--- config.mk ---
export PLATFORM = sky130hd
export DESIGN_NAME = pshift_jk
export DESIGN_NICKNAME = d
export VERILOG_FILES = /design/src/rtl/pshift_pkg.sv /design/src/rtl/pshift_head.sv /design/src/rtl/pshift_cell.sv /design/src/rtl/pshift_jk.sv
export SDC_FILE = /design/constraint.sdc
export NUM_CORES = 1
export LEC_CHECK = 0
export ABC_AREA = 1
export BUFFER_PORTS_ARGS = -buffer_cell sky130_fd_sc_hd__buf_2
export CORE_AREA = 4 4 41 43
export DETAILED_ROUTE_END_ITERATION = 8
export DIE_AREA = 0 0 45 47
export PLACE_DENSITY = 0.48
export SYNTH_ARGS = -nofsm -noshare
export SYNTH_HDL_FRONTEND = slang
export SYNTH_SLANG_ARGS = --single-unit
--- constraint.sdc ---
create_clock -name clk -period 0.8 [get_ports clk]
set_clock_uncertainty 0.1 [all_clocks]
set_input_delay 0.08 -clock clk [delete_from_list [all_inputs] [get_ports clk]]
set_output_delay 0.08 -clock clk [all_outputs]
set_load 0.01 [all_outputs]
--- src/rtl/pshift_pkg.sv ---
// Shared types for the parallel-access shift register.
// Assumes the JK command is formed as {j, k_n}.
package pshift_pkg;

    // First-stage command, encoded as {j_in, k_n}
    typedef enum logic [1:0] {
        JK_CLEAR  = 2'b00,
        JK_HOLD   = 2'b01,
        JK_TOGGLE = 2'b10,
        JK_SET    = 2'b11
    } jk_cmd_e;

    // Next value of the first stage for a given command and previous value
    function automatic logic jk_next(input jk_cmd_e cmd, input logic prev);
        logic nxt;
        case (cmd)
            JK_CLEAR:  nxt = 1'b0;
            JK_HOLD:   nxt = prev;
            JK_TOGGLE: nxt = ~prev;
            default:   nxt = 1'b1;
        endcase
        return nxt;
    endfunction

endpackage

--- src/rtl/pshift_head.sv ---
// Serial entry decoder for stage 0. It turns the J and active-low K inputs
// into the value that stage 0 takes in shift mode.
// Assumes: purely combinational, driven by the current value of stage 0.
module pshift_head
    import pshift_pkg::*;
(
    input  logic j_in,
    input  logic k_n,
    input  logic prev,
    output logic head_d
);

    jk_cmd_e cmd;

    // Decode the JK pair and pick the next value of stage 0
    always_comb begin
        cmd    = jk_cmd_e'({j_in, k_n});
        head_d = jk_next(cmd, prev);
    end

endmodule

--- src/rtl/pshift_cell.sv ---
// One register stage. On each rising edge it captures either its shift
// source or its parallel input. It is cleared at once by the master reset.
// Assumes: load_n is stable around the clock edge.
module pshift_cell (
    input  logic clk,
    input  logic mrst_n,
    input  logic load_n,
    input  logic shift_d,
    input  logic par_d,
    output logic q
);

    logic d_sel;

    // Choose the shift or load source
    always_comb d_sel = load_n ? shift_d : par_d;

    // Storage with asynchronous clear
    always_ff @(posedge clk or negedge mrst_n) begin
        if (!mrst_n) q <= 1'b0;
        else         q <= d_sel;
    end

endmodule

--- src/rtl/pshift_jk.sv ---
// Parallel-access right-shift register with JK serial entry and an inverted
// output from the last stage. Stage 0 is fed by the JK decoder and stage i
// by stage i-1. Assumes WIDTH >= 2.
module pshift_jk #(
    parameter int WIDTH = 4
) (
    input  logic             clk,
    input  logic             mrst_n,
    input  logic             load_n,
    input  logic             j_in,
    input  logic             k_n,
    input  logic [WIDTH-1:0] par_in,
    output logic [WIDTH-1:0] q_out,
    output logic             q_last_n
);

    localparam int MSB = WIDTH - 1;

    logic             head_d;
    logic [WIDTH-1:0] shift_src;

    pshift_head u_head (
        .j_in   (j_in),
        .k_n    (k_n),
        .prev   (q_out[0]),
        .head_d (head_d)
    );

    // Build the stage chain: stage 0 from the head, the others from their neighbour
    for (genvar i = 0; i < WIDTH; i++) begin : g_stage
        if (i == 0) begin : g_first
            assign shift_src[i] = head_d;
        end else begin : g_rest
            assign shift_src[i] = q_out[i-1];
        end
        pshift_cell u_cell (
            .clk     (clk),
            .mrst_n  (mrst_n),
            .load_n  (load_n),
            .shift_d (shift_src[i]),
            .par_d   (par_in[i]),
            .q       (q_out[i])
        );
    end

    // Complemented last-stage output
    assign q_last_n = ~q_out[MSB];

    // Outputs are cleared while reset is low
    assert_reset_R1: assert property (@(posedge clk)
        !mrst_n |-> (q_out == '0 && q_last_n));

    // Upper stages follow their lower neighbour in shift mode
    assert_shift_R2: assert property (@(posedge clk) disable iff (!mrst_n)
        load_n |=> q_out[MSB:1] == $past(q_out[MSB-1:0]));

    assert_set_R3: assert property (@(posedge clk) disable iff (!mrst_n)
        (load_n && j_in && k_n) |=> q_out[0]);

    assert_clear_R3: assert property (@(posedge clk) disable iff (!mrst_n)
        (load_n && !j_in && !k_n) |=> !q_out[0]);

    assert_toggle_R3: assert property (@(posedge clk) disable iff (!mrst_n)
        (load_n && j_in && !k_n) |=> q_out[0] != $past(q_out[0]));

    assert_hold_R3: assert property (@(posedge clk) disable iff (!mrst_n)
        (load_n && !j_in && k_n) |=> $stable(q_out[0]));

    // Parallel load copies the bus
    assert_load_R5: assert property (@(posedge clk) disable iff (!mrst_n)
        !load_n |=> q_out == $past(par_in));

    // Inverted output tracks the last stage
    assert_inverse_R6: assert property (@(negedge clk) disable iff (!mrst_n)
        q_last_n == !q_out[MSB]);

endmodule

Word-level counts from Yosys, hierarchy flattened
Cells that the tools add are included.
Widths: inputs -> output; s select.
Operators by class
  eq/ne operators: 3
  mux-type cells: 5
  bitwise logic cells: 2
  reductions and logical operators: 1
Operator list (count)
  $mux 1: 4
  $pmux 1 s3: 1
  $eq 2x1->1 const B: 1
  $eq 2x2->1 const B: 1
  $logic_not 2->1: 1
  $ne 2x2->1 const B: 1
  $not 1->1: 2
Storage, ports and cells
  register bits after elaboration: 4
  input bits: 9
  output and inout bits: 5
  word-level logic and storage cells: 15

Logic depth before layout (Yosys ltp)
Gate-level depths: netlist of run 1.
  depth in word-level cells: 3
  mapped depth: 4
  gate-level depth less buffers: 4

By module
Synthesis of run 1 repeated with hierarchy kept, for this count alone.
Second synthesis, totals
  cells, all modules: 25
  area, all modules: 178.9 um^2
By module, submodules not included
  pshift_cell: instances 4, cells an instance 5, area an instance 40.0 um^2, seq. area each 25.0 um^2
  pshift_head: instances 1, cells an instance 4, area an instance 15.0 um^2, seq. area each 0.0 um^2
  pshift_jk: instances 1, cells an instance 1, area an instance 3.8 um^2, seq. area each 0.0 um^2

Worst setup path before layout of run 1
Ideal clock, no wire load.
  path kind: reg-to-reg
  from: reg g_stage[0].u_cell.q
  to: reg g_stage[0].u_cell.q
  setup time: 0.117 ns
  data arrival time: 0.564 ns
  required time: 0.583 ns
  path slack: 0.018 ns
  stages on the path, launching flop included: 5
  period minus slack after synthesis: 0.782 ns
  path through: dfrtp_1 > inv_1 > nand2_1 > nand3_1 > nand2_1
Between the ends
  longest elaborated chain between the ends: 3
Ends and longest elaborated chain
  start: declaration: RTL line pshift_cell.sv:10  | output logic q
  start signal: assignment: RTL line pshift_cell.sv:21  | else q <= d_sel;
  $not 1->1: RTL line pshift_pkg.sv:19  | JK_TOGGLE: nxt = ~prev;
  $pmux 1 s3: RTL line pshift_pkg.sv:16  | case (cmd)
  $mux 1: RTL line pshift_cell.sv:16  | always_comb d_sel = load_n ? shift_d : par_d;
Every way passes these cells.
A chain may end at the register's enable or synchronous reset.

Final worst setup path of run 1
  from: reg g_stage[0].u_cell.q
  to: out q_out[0]
RTL lines
  end: declaration: RTL line pshift_jk.sv:13  | output logic [WIDTH-1:0] q_out,
No word-level cell between the ends.

==> impl_metrics.json, run 1 <==
{
  "power_density_nw_per_um2": 1850,
  "final_cell_area_um2": 328,
  "slew_viol_final": 0,
  "synthesis.area_um2": 200,
  "place_congestion": 0.651,
  "io_buffers": 13,
  "mostFrequentLayoutCells": "buf_2 (13), nand2_1 (9), inv_1 (4), dfrtp_1 (4), clkbuf_4 (3)",
  "synth-simple-area-share": 0.231,
  "postCtsHoldBufs": 2,
  "r2r_slack_ps": -50,
  "rsz0062_at_grt": "yes",
  "hold_depth": 3,
  "min_to": "g_stage[3].u_cell.q",
  "ctsLongestPathBuffers": 2,
  "die_w_um": 45,
  "crit_family": "flip-flops",
  "largest_reg_flops": 4,
  "cp_cell_sequence": "buf_2",
  "synth_compound_area_frac": 0.0250,
  "dpl-instance-area_um2": 254,
  "synth_warnings": 0,
  "top_regs": "g_stage.u_cell.q: 4 flops",
  "grt_start_max_net_pins": 6,
  "die_h_um": 47,
  "grt_usage": 0.0587,
  "grt_overflow": 0,
  "cts_buffers": 3,
  "final_antenna_net_count": 0,
  "cts.clk_slew.worst_paths_ps": 40,
  "synthAdderAreaFrac": 0,
  "synth_nets": 35,
  "min_period_ps": 948,
  "grt_antenna_before_repair": 0,
  "min_from": "par_in[3]",
  "num_antenna_cells": 0,
  "cts_tree": "built",
  "grt_pass1_vias": 199,
  "p_leak_nw": 0.195,
  "drc": 0,
  "setup_ws_ps": -148,
  "path_max_fanout": 3,
  "fin_tns_setup_ps": -705,
  "slowest_delay_ps": 390,
  "cap_viol_max_count": 0,
  "layout_commonest_cell": "buf_2",
  "wirelength_um": 448,
  "crit_arrival_ps": 770,
  "layout-drive-gt1-share": 0.524,
  "vias_per_cell": 3.28,
  "start_util": 0.154,
  "top_register": "g_stage.u_cell.q",
  "drt_iter0_drc": 1,
  "clock_sinks": 4,
  "ys_seq_area_frac": 0.500,
  "synthXorXnorAreaFrac": 0,
  "ys_ff_latch": 4,
  "r2r.worst_path.cells": 4,
  "hold_path_class": "in2reg",
  "crit_path_end_kind": "output pin",
  "status": "finished, violations left",
  "muxShareOfSynthArea": 0,
  "hold_violations": 3,
  "core_um2": 1300,
  "crit_type": "reg2out",
  "syn_inst": 26,
  "reg2reg_to": "g_stage[0].u_cell.q",
  "dieArea_um2": 2120,
  "holdWs_ps": -46.0,
  "drt_first_pass_iters": 2,
  "synth_top_family_by_area": "buffers and inverters",
  "std_cell_rows": 13,
  "min_period_over_period": 1.18,
  "grt_pass1_wl_um": 745,
  "finalSetupViolCount": 6,
  "vias": 187,
  "critPathBufInv": 1,
  "cts-root-buf": "clkbuf_4",
  "io_pins": 14,
  "wl_per_cell_um": 7.86,
  "slew-limit-headroom": 0.929,
  "ir_worst_vdd_mv": 0.430,
  "synth.avg_cell_area_um2": 7.70,
  "synth_cell_type_count": 7,
  "rr_startpoint": "g_stage[0].u_cell.q",
  "h-tree-depth": 1,
  "syn2layout_area_growth_pct": 63.7,
  "cp.required_ps": 620,
  "violations": "negative hold slack, negative setup slack",
  "cp-start-kind": "flip-flop",
  "fmax_ghz": 1.06,
  "crit_slowest_cell": "dfrtp_1",
  "worstMarginPinSlew_ps": 106,
  "clock_latency_ps": 230,
  "nNetsFinal": 53
}
==> synthesized netlist by cell type, drive strengths merged <==
cell type | number | area share
o21ai | 1 | 0.025
nand3 | 1 | 0.025
nand2 | 11 | 0.21
dfrtp | 4 | 0.50
inv | 5 | 0.094
buf | 4 | 0.15
==> cells by family after synthesis <==
kind of cell / Yosys count
AND/OR/NAND/NOR: 12
buffers and inverters: 9
AO/OA/AOI/OAI: 1
flip-flops: 4
==> power breakdown <==
part	switching, mW	total, mW	internal [mW]
clock	0.0798	0.247	0.168
combinational	0.0586	0.126	0.0675
sequential	0.0115	0.234	0.223
total	0.150	0.608	0.458
==> how the worst max path moves through the flow <==
| stage | start | endpoint | slack [ps] | depth (start not counted) |
|---|---|---|---|---|
| 2_1_floorplan | g_stage[0].u_cell.q | g_stage[0].u_cell.q | 20 | 4 |
| 3_3_place_gp | g_stage[0].u_cell.q | g_stage[0].u_cell.q | -30 | 4 |
| 3_5_place_dp | g_stage[0].u_cell.q | g_stage[0].u_cell.q | -30 | 4 |
| 4_1_cts | g_stage[0].u_cell.q | q_out[0] | -170 | 1 |
| 5_1_grt | g_stage[0].u_cell.q | q_out[0] | -190 | 1 |
| 6_report | g_stage[0].u_cell.q | q_out[0] | -150 | 1 |
==> layout make-up <==
type / count / area (µm²)
multi-input combinational: 13 / 60.1
tap: 15 / 18.8
sequential: 4 / 100
fill: 157 / 973
clock buffer: 3 / 22.5
inverter: 5 / 18.8
timing repair buffer: 17 / 108
==> worst register-to-register path: stages (launching register included) <==
cell,delay (ps)
dfrtp_1,390
inv_1,90
nand2_1,50
nand3_1,60
nand2_1,50
==> per-layer routing <==
layer  part of all wire  up-vias  GRT usage
met2               0.32       14     0.0565
met4              0.042        0      0.123
met1               0.49       68     0.0667
li1                   -      103          -
met3               0.15        2     0.0153
met5                  0        -          0
==> per-stage QoR <==
| step | setup slack (ps) | utilization | total power, mW | hold WS (ps) | cells |
|---|---|---|---|---|---|
| 6_report | -148 | 0.252 | 0.608 | -46.0 | 57 |
| 5_1_grt | -189 | 0.252 | 0.665 | -42.6 | 57 |
| 4_1_cts | -167 | 0.241 | 0.610 | -51.6 | 57 |
| 3_5_place_dp | -34.3 | 0.195 | 0.329 | -215 | 50 |
| 3_3_place_gp | -28.6 | 0.195 | 0.329 | -216 | 50 |
| 2_1_floorplan | 18.4 | - | 0.302 | -316 | 26 |
==> what timing repair did <==
item                                    4_1_cts  5_1_grt
setup buffers                                 2        0
resized for setup                             1        4
pin swaps                                     1        1
endpoints found under the setup margin        6        9
hold endpoints to repair                      8        3
Power figures use the tool's default switching activity.
==> inputs of run 2 (changes only) <==
- MAX_ROUTING_LAYER: unset -> met4
- SKIP_LAST_GASP: unset -> 1
==> run 2 against run 1 <==
The run still ends with negative hold slack, negative setup slack left. Global-route usage grew 0.19 points. Highest routed layer unchanged. Wire length is the same. Largest power group unchanged. Combinational power is essentially flat. Total power shrank 0.56%. Non-clock buffer count is the same. Design area shrank 0.76%. Sequential share of layout area grew 0.23 points. Hold slack gained 0.79 ps. Register-to-register slack is essentially flat. Critical endpoint unchanged.
==> impl_metrics.json, run 2 (synthesis results as in run 1) <==
{
  "status": "finished, violations left",
  "violations": "negative hold slack, negative setup slack",
  "layout_commonest_cell": "buf_2",
  "cts-root-buf": "clkbuf_4",
  "cp_cell_sequence": "buf_2",
  "multi_input_area_um2": 57.6,
  "place_congestion": 0.656,
  "start_util": 0.154,
  "io_buffers": 13,
  "h-tree-depth": 1,
  "postCtsHoldBufs": 2,
  "slew-limit-headroom": 0.929,
  "vias_per_cell": 3.33,
  "wirelength_um": 448,
  "core_um2": 1300,
  "crit_type": "reg2out",
  "drt_iter0_drc": 0,
  "seq_area_um2": 100,
  "setup_ws_ps": -148,
  "num_antenna_cells": 0,
  "dp_slack_ps": -34.3,
  "power_density_nw_per_um2": 1860,
  "grt_antenna_before_repair": 0,
  "critPathBufInv": 1,
  "ir_worst_vdd_mv": 0.423,
  "crit_path_end_kind": "output pin",
  "crit_family": "flip-flops",
  "die_h_um": 47,
  "n_fill_cell": 156,
  "grt_pass1_wl_um": 745,
  "dieArea_um2": 2120,
  "slowest_delay_ps": 390,
  "grt_usage": 0.0606,
  "drt_first_pass_iters": 1,
  "grt_pass1_vias": 199,
  "cp.required_ps": 620,
  "slew_viol_final": 0,
  "cts_tree": "built",
  "nNetsFinal": 53,
  "clock_sinks": 4,
  "final_antenna_net_count": 0,
  "cts_buffers": 3,
  "clock_latency_ps": 230,
  "crit_slowest_cell": "dfrtp_1",
  "mostFrequentLayoutCells": "buf_2 (13), nand2_1 (10), inv_1 (4), dfrtp_1 (4), clkbuf_4 (3)",
  "min_period_ps": 948,
  "crit_arrival_ps": 770,
  "syn2layout_area_growth_pct": 62.5,
  "cp-start-kind": "flip-flop",
  "p_leak_nw": 0.194,
  "grt_start_max_net_pins": 6,
  "die_w_um": 45,
  "holdWs_ps": -45.2,
  "std_cell_rows": 13,
  "rsz0062_at_grt": "yes",
  "top_regs": "g_stage.u_cell.q: 4 flops",
  "drc": 0,
  "cts.clk_slew.worst_paths_ps": 40,
  "layout-drive-gt1-share": 0.500,
  "finalSetupViolCount": 6,
  "hold_path_class": "in2reg",
  "fmax_ghz": 1.05,
  "hold_violations": 3,
  "largest_reg_flops": 4,
  "cap_viol_max_count": 0,
  "fin_tns_setup_ps": -702,
  "grt_overflow": 0,
  "ctsLongestPathBuffers": 2,
  "top_register": "g_stage.u_cell.q",
  "vias": 190,
  "io_pins": 14,
  "min_period_over_period": 1.19,
  "worstMarginPinSlew_ps": 107,
  "path_max_fanout": 3,
  "wl_per_cell_um": 7.86
}
==> run 2: cell types whose count changed in the layout (fill, tap and decap cells not counted) <==
cell     delta
nand2_1     +1
nand2_2     -1
==> run 2: area by class of cell <==
class                      count  share of cell area
clock buffer                   3              0.0692
timing repair buffer          17               0.331
tap                           15              0.0577
inverter                       5              0.0577
multi-input combinational     13               0.177
sequential                     4               0.308
==> run 2: per-stage QoR <==
step / total power [mW] / util / std cells / cell area [µm²] / hold slack (ps)
2_1_floorplan: 0.302 / - / 26 / 200 / -316
4_1_cts: 0.608 / 0.239 / 57 / 312 / -56.3
3_5_place_dp: 0.329 / 0.195 / 50 / 254 / -215
6_report: 0.604 / 0.250 / 57 / 325 / -45.2
3_3_place_gp: 0.329 / 0.195 / 50 / 254 / -216
5_1_grt: 0.663 / 0.250 / 57 / 325 / -42.6
==> run 2: final timing paths <==
check                      cells past startpoint             endpoint  slack (ps)           startpoint
max in group asynchronous                      2  g_stage[2].u_cell.q         400               mrst_n
hold reg to reg                                3  g_stage[3].u_cell.q         460  g_stage[2].u_cell.q
setup reg to reg                               4  g_stage[0].u_cell.q         -60  g_stage[0].u_cell.q
hold / removal                                 3  g_stage[3].u_cell.q         -50            par_in[3]
setup / recovery                               1             q_out[0]        -150  g_stage[0].u_cell.q
min in group asynchronous                      2  g_stage[1].u_cell.q          90               mrst_n
==> run 2: layer usage <==
layer / vias to the layer above / track usage / share of wire
met5: - / - / 0
met4: 0 / 0.123 / 0.042
met3: 2 / 0.0153 / 0.15
met2: 14 / 0.0565 / 0.33
met1: 71 / 0.0667 / 0.48
li1: 103 / - / -
==> run 2: tightest hold or removal path: stages <==
cell	delay, ps
buf_2	70
nand2_1	40
nand2_1	50
==> run 2: what timing repair did <==
action	in CTS	in global routing
pin swaps	0	2
setup endpoints to repair	6	9
gates resized for setup	0	4
buffers inserted	2	0
hold endpoints to repair	8	3
==> run 2: report_power, final <==
group	internal [mW]	switching [mW]
combinational	0.0667	0.0573
clock	0.168	0.0785
sequential	0.223	0.0115
total	0.457	0.147
